==> src/rtl/fku_pkg.sv <==
// Shared types and bit positions for the flash key-unlock register.
// Assumes a 32-bit register bus.
package fku_pkg;
    localparam int DATA_W     = 32;
    localparam int LOCK_BIT   = 31;
    localparam int OLOCK_BIT  = 30;
    localparam int RELOAD_BIT = 27;
    localparam int OSTART_BIT = 17;

    typedef enum logic {
        KS_FIRST  = 1'b0,
        KS_SECOND = 1'b1
    } key_state_e;
endpackage

==> src/rtl/fku_key_seq.sv <==
// Two-word key sequence checker.
// Watches writes to one key register while 'armed'. When the guarded lock
// is set, the first word then the second word produces open_pulse. Any
// mismatch, or any write while the guarded lock is already clear, produces
// bad_pulse and latches 'blocked' until reset. Assumes one write per cycle.
module fku_key_seq
    import fku_pkg::*;
#(
    parameter logic [DATA_W-1:0] K_FIRST  = 32'h0,
    parameter logic [DATA_W-1:0] K_SECOND = 32'h0
) (
    input  logic              clk,
    input  logic              rst_n,
    input  logic              wr,
    input  logic [DATA_W-1:0] wdata,
    input  logic              armed,
    input  logic              locked,
    output logic              open_pulse,
    output logic              bad_pulse,
    output logic              blocked
);
    key_state_e st_q, st_d;
    logic       blk_q;

    // Next-state and pulse decode for the key sequence.
    always_comb begin
        st_d       = st_q;
        open_pulse = 1'b0;
        bad_pulse  = 1'b0;
        if (!armed) begin
            st_d = KS_FIRST;
        end else if (wr && !blk_q) begin
            if (!locked) begin
                bad_pulse = 1'b1;
            end else if (st_q == KS_FIRST) begin
                if (wdata == K_FIRST) st_d = KS_SECOND;
                else                  bad_pulse = 1'b1;
            end else begin
                if (wdata == K_SECOND) begin
                    open_pulse = 1'b1;
                    st_d       = KS_FIRST;
                end else begin
                    bad_pulse = 1'b1;
                end
            end
        end
        if (bad_pulse) st_d = KS_FIRST;
    end

    // State register and sticky lockout flag.
    always_ff @(posedge clk) begin
        if (!rst_n) begin
            st_q  <= KS_FIRST;
            blk_q <= 1'b0;
        end else begin
            st_q <= st_d;
            if (bad_pulse) blk_q <= 1'b1;
        end
    end

    assign blocked = blk_q;

    AST_BAD_BLOCKS: assert property (@(posedge clk) disable iff (!rst_n)
        bad_pulse |=> blocked);
    AST_NO_OPEN_WHEN_BLOCKED: assert property (@(posedge clk) disable iff (!rst_n)
        blocked |-> !open_pulse);
endmodule

==> src/rtl/fku_ctrl_reg.sv <==
// Control register with main and option locks.
// Applies key results from the two sequence checkers and software writes.
// Assumes key events and control writes never arrive in the same cycle
// (they use different addresses).
module fku_ctrl_reg
    import fku_pkg::*;
#(
    parameter int FIELD_W = 16
) (
    input  logic               clk,
    input  logic               rst_n,
    input  logic               wr,
    input  logic [DATA_W-1:0]  wdata,
    input  logic               main_open,
    input  logic               main_bad,
    input  logic               opt_open,
    input  logic               opt_bad,
    output logic               lock_q,
    output logic               olock_q,
    output logic [FIELD_W-1:0] field_q,
    output logic               ostart_q,
    output logic               reload_q
);
    // Lock and field update, key events taking precedence.
    always_ff @(posedge clk) begin
        if (!rst_n) begin
            lock_q   <= 1'b1;
            olock_q  <= 1'b1;
            field_q  <= '0;
            ostart_q <= 1'b0;
            reload_q <= 1'b0;
        end else if (main_bad) begin
            lock_q  <= 1'b1;
            olock_q <= 1'b1;
        end else if (main_open) begin
            lock_q <= 1'b0;
        end else if (opt_bad) begin
            olock_q <= 1'b1;
        end else if (opt_open) begin
            olock_q <= 1'b0;
        end else if (wr && !lock_q) begin
            if (wdata[LOCK_BIT]) begin
                lock_q  <= 1'b1;
                olock_q <= 1'b1;
            end else begin
                field_q <= wdata[FIELD_W-1:0];
                if (!olock_q) begin
                    if (wdata[OLOCK_BIT]) begin
                        olock_q <= 1'b1;
                    end else begin
                        ostart_q <= wdata[OSTART_BIT];
                        reload_q <= wdata[RELOAD_BIT];
                    end
                end
            end
        end
    end

    AST_FIELD_FROZEN: assert property (@(posedge clk) disable iff (!rst_n)
        lock_q |=> $stable(field_q));
    AST_OPT_UNDER_MAIN: assert property (@(posedge clk) disable iff (!rst_n)
        !olock_q |-> !lock_q);
    AST_OSTART_GATED: assert property (@(posedge clk) disable iff (!rst_n)
        $rose(ostart_q) |-> $past(!olock_q && !lock_q));
    AST_BAD_RELOCKS: assert property (@(posedge clk) disable iff (!rst_n)
        main_bad |=> lock_q && olock_q);
endmodule

==> src/rtl/flash_key_lock.sv <==
// Flash controller key-unlock register block (top).
// Decodes the register bus into control and key accesses, runs one key
// sequence checker per lock, and reads back the control word.
// Assumes FIELD_W <= 16 so the field stays clear of bits 17..31.
module flash_key_lock
    import fku_pkg::*;
#(
    parameter int                ADDR_W    = 4,
    parameter int                FIELD_W   = 16,
    parameter logic [ADDR_W-1:0] CTRL_ADDR = 4'd0,
    parameter logic [ADDR_W-1:0] KEY_ADDR  = 4'd1,
    parameter logic [ADDR_W-1:0] OKEY_ADDR = 4'd2,
    parameter logic [31:0]       KEY1      = 32'h4567_0123,
    parameter logic [31:0]       KEY2      = 32'hCDEF_89AB,
    parameter logic [31:0]       OKEY1     = 32'h0819_2A3B,
    parameter logic [31:0]       OKEY2     = 32'h4C5D_6E7F
) (
    input  logic               clk,
    input  logic               rst_n,
    input  logic               bus_wr,
    input  logic [ADDR_W-1:0]  bus_addr,
    input  logic [31:0]        bus_wdata,
    output logic [31:0]        bus_rdata,
    output logic               ctrl_locked,
    output logic               opt_locked,
    output logic               key_blocked,
    output logic               okey_blocked,
    output logic [FIELD_W-1:0] op_field,
    output logic               opt_start,
    output logic               opt_reload
);
    logic wr_ctrl, wr_key, wr_okey;
    logic main_open, main_bad, opt_open, opt_bad;

    assign wr_ctrl = bus_wr && (bus_addr == CTRL_ADDR);
    assign wr_key  = bus_wr && (bus_addr == KEY_ADDR);
    assign wr_okey = bus_wr && (bus_addr == OKEY_ADDR);

    fku_key_seq #(.K_FIRST(KEY1), .K_SECOND(KEY2)) u_main_key (
        .clk        (clk),
        .rst_n      (rst_n),
        .wr         (wr_key),
        .wdata      (bus_wdata),
        .armed      (1'b1),
        .locked     (ctrl_locked),
        .open_pulse (main_open),
        .bad_pulse  (main_bad),
        .blocked    (key_blocked)
    );

    fku_key_seq #(.K_FIRST(OKEY1), .K_SECOND(OKEY2)) u_opt_key (
        .clk        (clk),
        .rst_n      (rst_n),
        .wr         (wr_okey),
        .wdata      (bus_wdata),
        .armed      (!ctrl_locked),
        .locked     (opt_locked),
        .open_pulse (opt_open),
        .bad_pulse  (opt_bad),
        .blocked    (okey_blocked)
    );

    fku_ctrl_reg #(.FIELD_W(FIELD_W)) u_ctrl (
        .clk       (clk),
        .rst_n     (rst_n),
        .wr        (wr_ctrl),
        .wdata     (bus_wdata),
        .main_open (main_open),
        .main_bad  (main_bad),
        .opt_open  (opt_open),
        .opt_bad   (opt_bad),
        .lock_q    (ctrl_locked),
        .olock_q   (opt_locked),
        .field_q   (op_field),
        .ostart_q  (opt_start),
        .reload_q  (opt_reload)
    );

    // Read mux: only the control register returns data.
    always_comb begin
        bus_rdata = '0;
        if (bus_addr == CTRL_ADDR) begin
            bus_rdata[LOCK_BIT]     = ctrl_locked;
            bus_rdata[OLOCK_BIT]    = opt_locked;
            bus_rdata[RELOAD_BIT]   = opt_reload;
            bus_rdata[OSTART_BIT]   = opt_start;
            bus_rdata[FIELD_W-1:0]  = op_field;
        end
    end

    AST_RESET_LOCKED: assert property (@(posedge clk) disable iff (!rst_n)
        $past(!rst_n) |-> ctrl_locked && opt_locked);
    AST_UNLOCK_NEEDS_KEY: assert property (@(posedge clk) disable iff (!rst_n)
        $fell(ctrl_locked) |-> $past(wr_key && bus_wdata == KEY2));
    AST_OPT_UNLOCK_NEEDS_KEY: assert property (@(posedge clk) disable iff (!rst_n)
        $fell(opt_locked) |-> $past(wr_okey && bus_wdata == OKEY2 && !ctrl_locked));
    AST_BLOCKED_STAYS_LOCKED: assert property (@(posedge clk) disable iff (!rst_n)
        key_blocked |-> ctrl_locked);
endmodule

==> config.mk <==
export PLATFORM = sky130hd
export DESIGN_NAME = flash_key_lock
export DESIGN_NICKNAME = d
export VERILOG_FILES = /design/src/rtl/fku_pkg.sv /design/src/rtl/fku_key_seq.sv /design/src/rtl/fku_ctrl_reg.sv /design/src/rtl/flash_key_lock.sv
export SDC_FILE = /design/constraint.sdc
export NUM_CORES = 1
export LEC_CHECK = 0
export BUFFER_PORTS_ARGS = -buffer_cell sky130_fd_sc_hd__buf_2
export CORE_ASPECT_RATIO = 0.75
export CORE_MARGIN = 10
export CORE_UTILIZATION = 38
export CTS_CLUSTER_DIAMETER = 50
export DETAILED_ROUTE_END_ITERATION = 7
export PLACE_DENSITY = 0.85
export SYNTH_ARGS = -nofsm -noshare
export SYNTH_HDL_FRONTEND = slang
export SYNTH_SLANG_ARGS = --single-unit
==> constraint.sdc <==
create_clock -name clk -period 2 [get_ports clk]
set_clock_uncertainty 0.1 [all_clocks]
set_input_delay 0.1 -clock clk [delete_from_list [all_inputs] [get_ports clk]]
set_output_delay 0.1 -clock clk [all_outputs]
set_load 0.02 [all_outputs]
==> results of run 1 <==
## cell type report
cell class	instances	area, um^2	area share, %
Clock buffer	3	41.3	2.09
Timing Repair Buffer	94	505	25.6
Tap cell	52	65.1	3.29
Sequential cell	24	480	24.3
Multi-Input combinational cell	128	885	44.7
## synth_stat cells, types with 2 or more instances
master    number
dfxtp_1       24
and2_1        21
mux2i_1       19
nor2b_1       19
buf_4         12
nor2_1        11
nand4_1        6
clkbuf_1       4
nand2_1        3
nor3_1         3
nor4_1         3
a21oi_1        2
buf_2          2
nor3b_1        2
nor4bb_1       2
o21a_1         2
or3_1          2
or4_1          2
or4b_1         2
## worst max path at each step
stage | slack (ps) | end | from
6_report | 40 | u_ctrl.olock_q | bus_wdata[29]
5_1_grt | 4 | u_ctrl.olock_q | bus_wdata[29]
4_1_cts | 50 | u_ctrl.olock_q | bus_wdata[29]
3_5_place_dp | -240 | u_ctrl.olock_q | bus_wdata[29]
3_3_place_gp | -170 | u_ctrl.olock_q | bus_wdata[10]
2_1_floorplan | -10 | u_ctrl.olock_q | bus_wdata[29]
## report_power, final
group	total, uW	internal, uW	leakage, uW	switching, uW
registers	478	478	0.000193	0.255
clock network	286	135	0.0000216	151
logic	122	53.6	0.000688	68.4
total	886	666	0.000903	220
## metal layers
layer | vias up | share of wire, % | track usage, %
met4 | 0 | 1.1 | 3.17
met5 | - | 0 | 0
li1 | 717 | - | -
met3 | 6 | 11 | 7.50
met1 | 692 | 42 | 15.0
met2 | 76 | 45 | 22.3
## logic make-up after synthesis
| logic type | share of synthesized area, % |
|---|---|
| other cells | 0.263 |
| buf+inv | 8.07 |
| simple gates | 40.3 |
| mux | 13.3 |
| compound gates | 4.39 |
| flops | 33.7 |
## state kept, by name (all words and copies together) (netlist names)
| name | count |
|---|---|
| u_main_key.st_q | 1 |
| u_ctrl.field_q | 16 |
| u_ctrl.lock_q | 1 |
| u_ctrl.ostart_q | 1 |
| u_main_key.blocked | 1 |
| u_opt_key.blocked | 1 |
| u_opt_key.st_q | 1 |
| u_ctrl.reload_q | 1 |
| u_ctrl.olock_q | 1 |
## through the flow
stage	worst slack, ps	TNS (ps)
floorplan	-10.1	-10.1
global placement	-166	-208
detailed placement	-236	-323
CTS	48.5	0
global route	3.69	0
finish	37.2	0
## placed cells by master, fill, tap and decap left out, types with 3 or more instances in the layout
cell type  instances
mux2i_1           19
and2_1            21
conb_1            12
buf_2             80
dfxtp_1           24
clkbuf_8           3
buf_4             14
nor3_1             3
nor2b_1           19
nand2_1            3
nor2_1            11
nand4_1            6
## critical path, delay by kind of cell
| family | cells | cell delay (ps) |
|---|---|---|
| and+or+nand+nor | 4 | 1730 |
| buffers and inverters | 1 | 90 |
| AOI/OAI and AO/OA | 1 | 80 |
==> results.toml, run 1 <==
[cells_and_area]
fillers = 350
diodes = 0
postLayoutCoreUtil_pct = 54.4
nNetsFinal = 290
drive_gt1_share_pct = 41.8
area_delta_synth_final_pct = 38.6
instances_no_fill = 301
fin_area_mm2 = 0.00198

[clock_network]
clockBufferDepth = 2
cts_buffers = 3
cts_root_buf = "clkbuf_8"
cts_sinks = 24
holdBufCountCts = 0
post_cts_resized = 0
htree_levels = 1
tritoncts = "built"
cts_setup_buffers = 0
clock_latency_ps = 270
clk_pin_slew_ps = 80

[critical_path]
worst_setup_path_end_kind = "flop"
worstSetupStartpointType = "input port"
crit_fanout = 4
r2r_setup_slack_ps = 110
worstPathRequired_ps = 2040
worst_path_largest_cell_delay_ps = 530
rr_worst_depth = 5
worstPathArrival_ps = 2010
cp_slowest_cell = "or4bb_1"
path_cells = "buf_2 > or4bb_1 > or3_4 > and4bb_1 > a21oi_1 > or4b_1"
crit_type = "input port to flop"
r2r_start = "u_ctrl.lock_q"
worstReg2RegEnd = "u_ctrl.olock_q"

[global_routing]
grt_usage_pct = 13.5
first_global_vias = 1528
grt-ovfl-total = 0
grt_pass1_wl_mm = 7.41
antenna_found_initial = 0
grt_max_degree = 25

[synthesis]
syn_avg_cell_area_um2 = 8.97
netlist-cell-type-count = 37
synth_flop_cell = "dfxtp_1"
synth_area_leaders = "dfxtp_1 (34%), mux2i_1 (13%), and2_1 (9.2%)"
synth_edf_count = 0
ys_seq_area_share_pct = 33.7
syn-cell-area_mm2 = 0.00143
yosys.area.top_type = "dfxtp_1"
syn_inst = 159
yosys_warnings = 0
synth-seq-cells = 24
netlist.area_leader.share_pct = 33.7
async_flop_share_pct = 0

[place]
globalplace.congestion = 0.867
io_buffers = 80
dpl-instance-area_mm2 = 0.00194
dp.cells = 298
dp_hpwl_mm = 3.86

[worst_hold_path]
hold_end = "u_ctrl.field_q[0]"
min_from = "bus_wdata[0]"
hold_path_class = "input port to flop"
hold_path_depth = 3

[sta]
fin_hold_ws_ps = 6.89
fmax_mhz = 509
fin_crit_sh_pct = 98.1
fin_crit_ps = 1960
setup_viol = 0
timing.final.hold_violations = 0
rsz0062_at_grt = "no"
drv_slew = 0

[floorplan]
row_count = 19
core_mm2 = 0.00364
start_util_pct = 39.2
die_w_um = 90.7
pin_count = 93
chipHeight_um = 73.1
die-area_mm2 = 0.00663

[routing]
ant_nets = 0
post_drt_wl_per_cell_um = 15.7
vias = 1491
drtIter0Drc = 70
drt_wl_total_mm = 4.74
vias_per_cell = 4.95
drtPass1Iterations = 4
drc = 0

[power_and_ir_drop]
p_leak_uw = 0.000903
vdd.ir_drop.worst_uv = 350
power_density_mw_per_mm2 = 448
p_total_uw = 886

[status]
outcome = "complete, no violations"

[run]
cap_violations = 0
(Power assumes the default switching activity.)
==> run 2, diff against run 1 <==
--- a/config.mk
+++ b/config.mk
@@ -13,4 +13,5 @@
 export DETAILED_ROUTE_END_ITERATION = 7
 export PLACE_DENSITY = 0.85
+export SKIP_CTS_REPAIR_TIMING = 1
 export SYNTH_ARGS = -nofsm -noshare
 export SYNTH_HDL_FRONTEND = slang
==> constraint.sdc (replaced) <==
create_clock -name clk -period 2 [get_ports clk]
set_clock_uncertainty 0.1 [all_clocks]
set_input_delay 0.2 -clock clk [delete_from_list [all_inputs] [get_ports clk]]
set_output_delay 0.2 -clock clk [all_outputs]
set_load 0.02 [all_outputs]
==> results.toml, run 2 (same netlist as run 1, synthesis figures left out) <==
[critical_path]
worstSetupStartpointType = "input port"
worstPathRequired_ps = 2050
worst_setup_path_end_kind = "flop"
worst_path_largest_cell_delay_ps = 520
worstPathArrival_ps = 2110
crit_fanout = 2
critPathBufInv = 1
cp_slowest_cell = "or4_4"
cpLargestDelayFamily = "simple AND/OR/NAND/NOR gates"
path_cells = "buf_6 > or4_4 > or3_4 > nor4_4 > a211oi_2 > or4b_1"
crit_type = "input port to flop"

[routing]
drc = 0
post_drt_wl_per_cell_um = 15.7
drt_wl_total_mm = 4.78
vias_per_cell = 4.88
ant_nets = 0
vias = 1484
drtIter0Drc = 33
drtPass1Iterations = 4

[cells_and_area]
layout_commonest_cell = "buf_2"
layout_common_cells = "buf_2 (77), dfxtp_1 (24), and2_1 (21)"
multiInputGateArea_um2 = 911
instances_no_fill = 304
area_delta_synth_final_pct = 43.8
seqCellArea_um2 = 480
diodes = 0
drive_gt1_share_pct = 44.0
largest_reg_flops = 16
fillers = 335
largest_register = "u_ctrl.field_q"
nNetsFinal = 292

[place]
globalplace.congestion = 0.849
dp_hpwl_mm = 3.86
io_buffers = 80
dp.cells = 299
place_ws_ps = -333

[floorplan]
pin_count = 93
row_count = 19
die-area_mm2 = 0.00663
start_util_pct = 39.2
core_mm2 = 0.00364
die_w_um = 90.7
chipHeight_um = 73.1

[power_and_ir_drop]
vdd.ir_drop.worst_uv = 308
power_density_mw_per_mm2 = 460
p_leak_uw = 0.000946
p_total_uw = 944

[clock_network]
cts_root_buf = "clkbuf_8"
clk_pin_slew_ps = 90
cts_buffers = 3
clock_latency_ps = 270
cts_sinks = 24
htree_levels = 1
clockBufferDepth = 2
tritoncts = "built"

[global_routing]
grt_pass1_wl_mm = 7.32
first_global_vias = 1542
grt_max_degree = 24
grt-ovfl-total = 0
antenna_found_initial = 0
grt_usage_pct = 13.3

[run]
cap_violations = 0

[sta]
fmax_mhz = 486
fin_crit_sh_pct = 103
fin_ws_ps = -56.1
drv_slew = 0
fin_tns_setup_ps = -56.1
rsz0062_at_grt = "yes"
fin_crit_ps = 2060
timing.final.hold_violations = 0
setup_viol = 1

[worst_hold_path]
hold_path_class = "input port to flop"

[status]
violations = "negative setup slack"
outcome = "finished, violations left"
-- run 2: cell type report --
type                       instances  area share, %
clock buffer                       4           2.68
tap                               52           3.17
multi-input combinational        128           44.4
timing repair buffer              96           26.3
sequential                        24           23.4
-- run 2: path summary, 6_finish.rpt --
check / startpoint / end / slack [ps] / depth (start not counted)
worst max-delay path: bus_wdata[6] / u_ctrl.olock_q / -60 / 6
worst min-delay path: bus_wdata[14] / u_ctrl.field_q[14] / 90 / 3
worst max register to register: u_opt_key.st_q / u_ctrl.olock_q / 120 / 4
worst min register to register: u_main_key.blocked / u_main_key.blocked / 390 / 1
-- run 2: stage by stage --
stage / hold slack [ps] / area [um^2] / util, %
final: 90.8 / 2050 / 56.4
after global routing: 114 / 2050 / 56.4
after CTS: 101 / 2000 / 54.9
after detailed placement: 379 / 1940 / 53.4
after global placement: 367 / 1940 / 53.4
after floorplan: 228 / 1470 / -
-- run 2: where the power goes --
group / leakage, uW / switching [uW] / total, uW / internal, uW
registers: 0.000193 / 0.234 / 478 / 478
clock network: 0.0000288 / 160 / 337 / 176
logic: 0.000724 / 70.1 / 130 / 59.7
total: 0.000946 / 231 / 944 / 713
-- run 2: layer usage --
layer / GRT usage (%) / share of wire, % / vias to the layer above
met5: 0 / 0 / -
met4: 1.58 / 0.29 / 0
met3: 7.61 / 12 / 4
met2: 22.7 / 45 / 70
met1: 14.7 / 43 / 686
li1: - / - / 724
-- run 2: worst register-to-register path: cells and delay by family (launching register included) --
family / cells / cell delay (ps)
flip-flops: 1 / 350
AO/OA/AOI/OAI: 2 / 410
AND/OR/NAND/NOR: 2 / 910
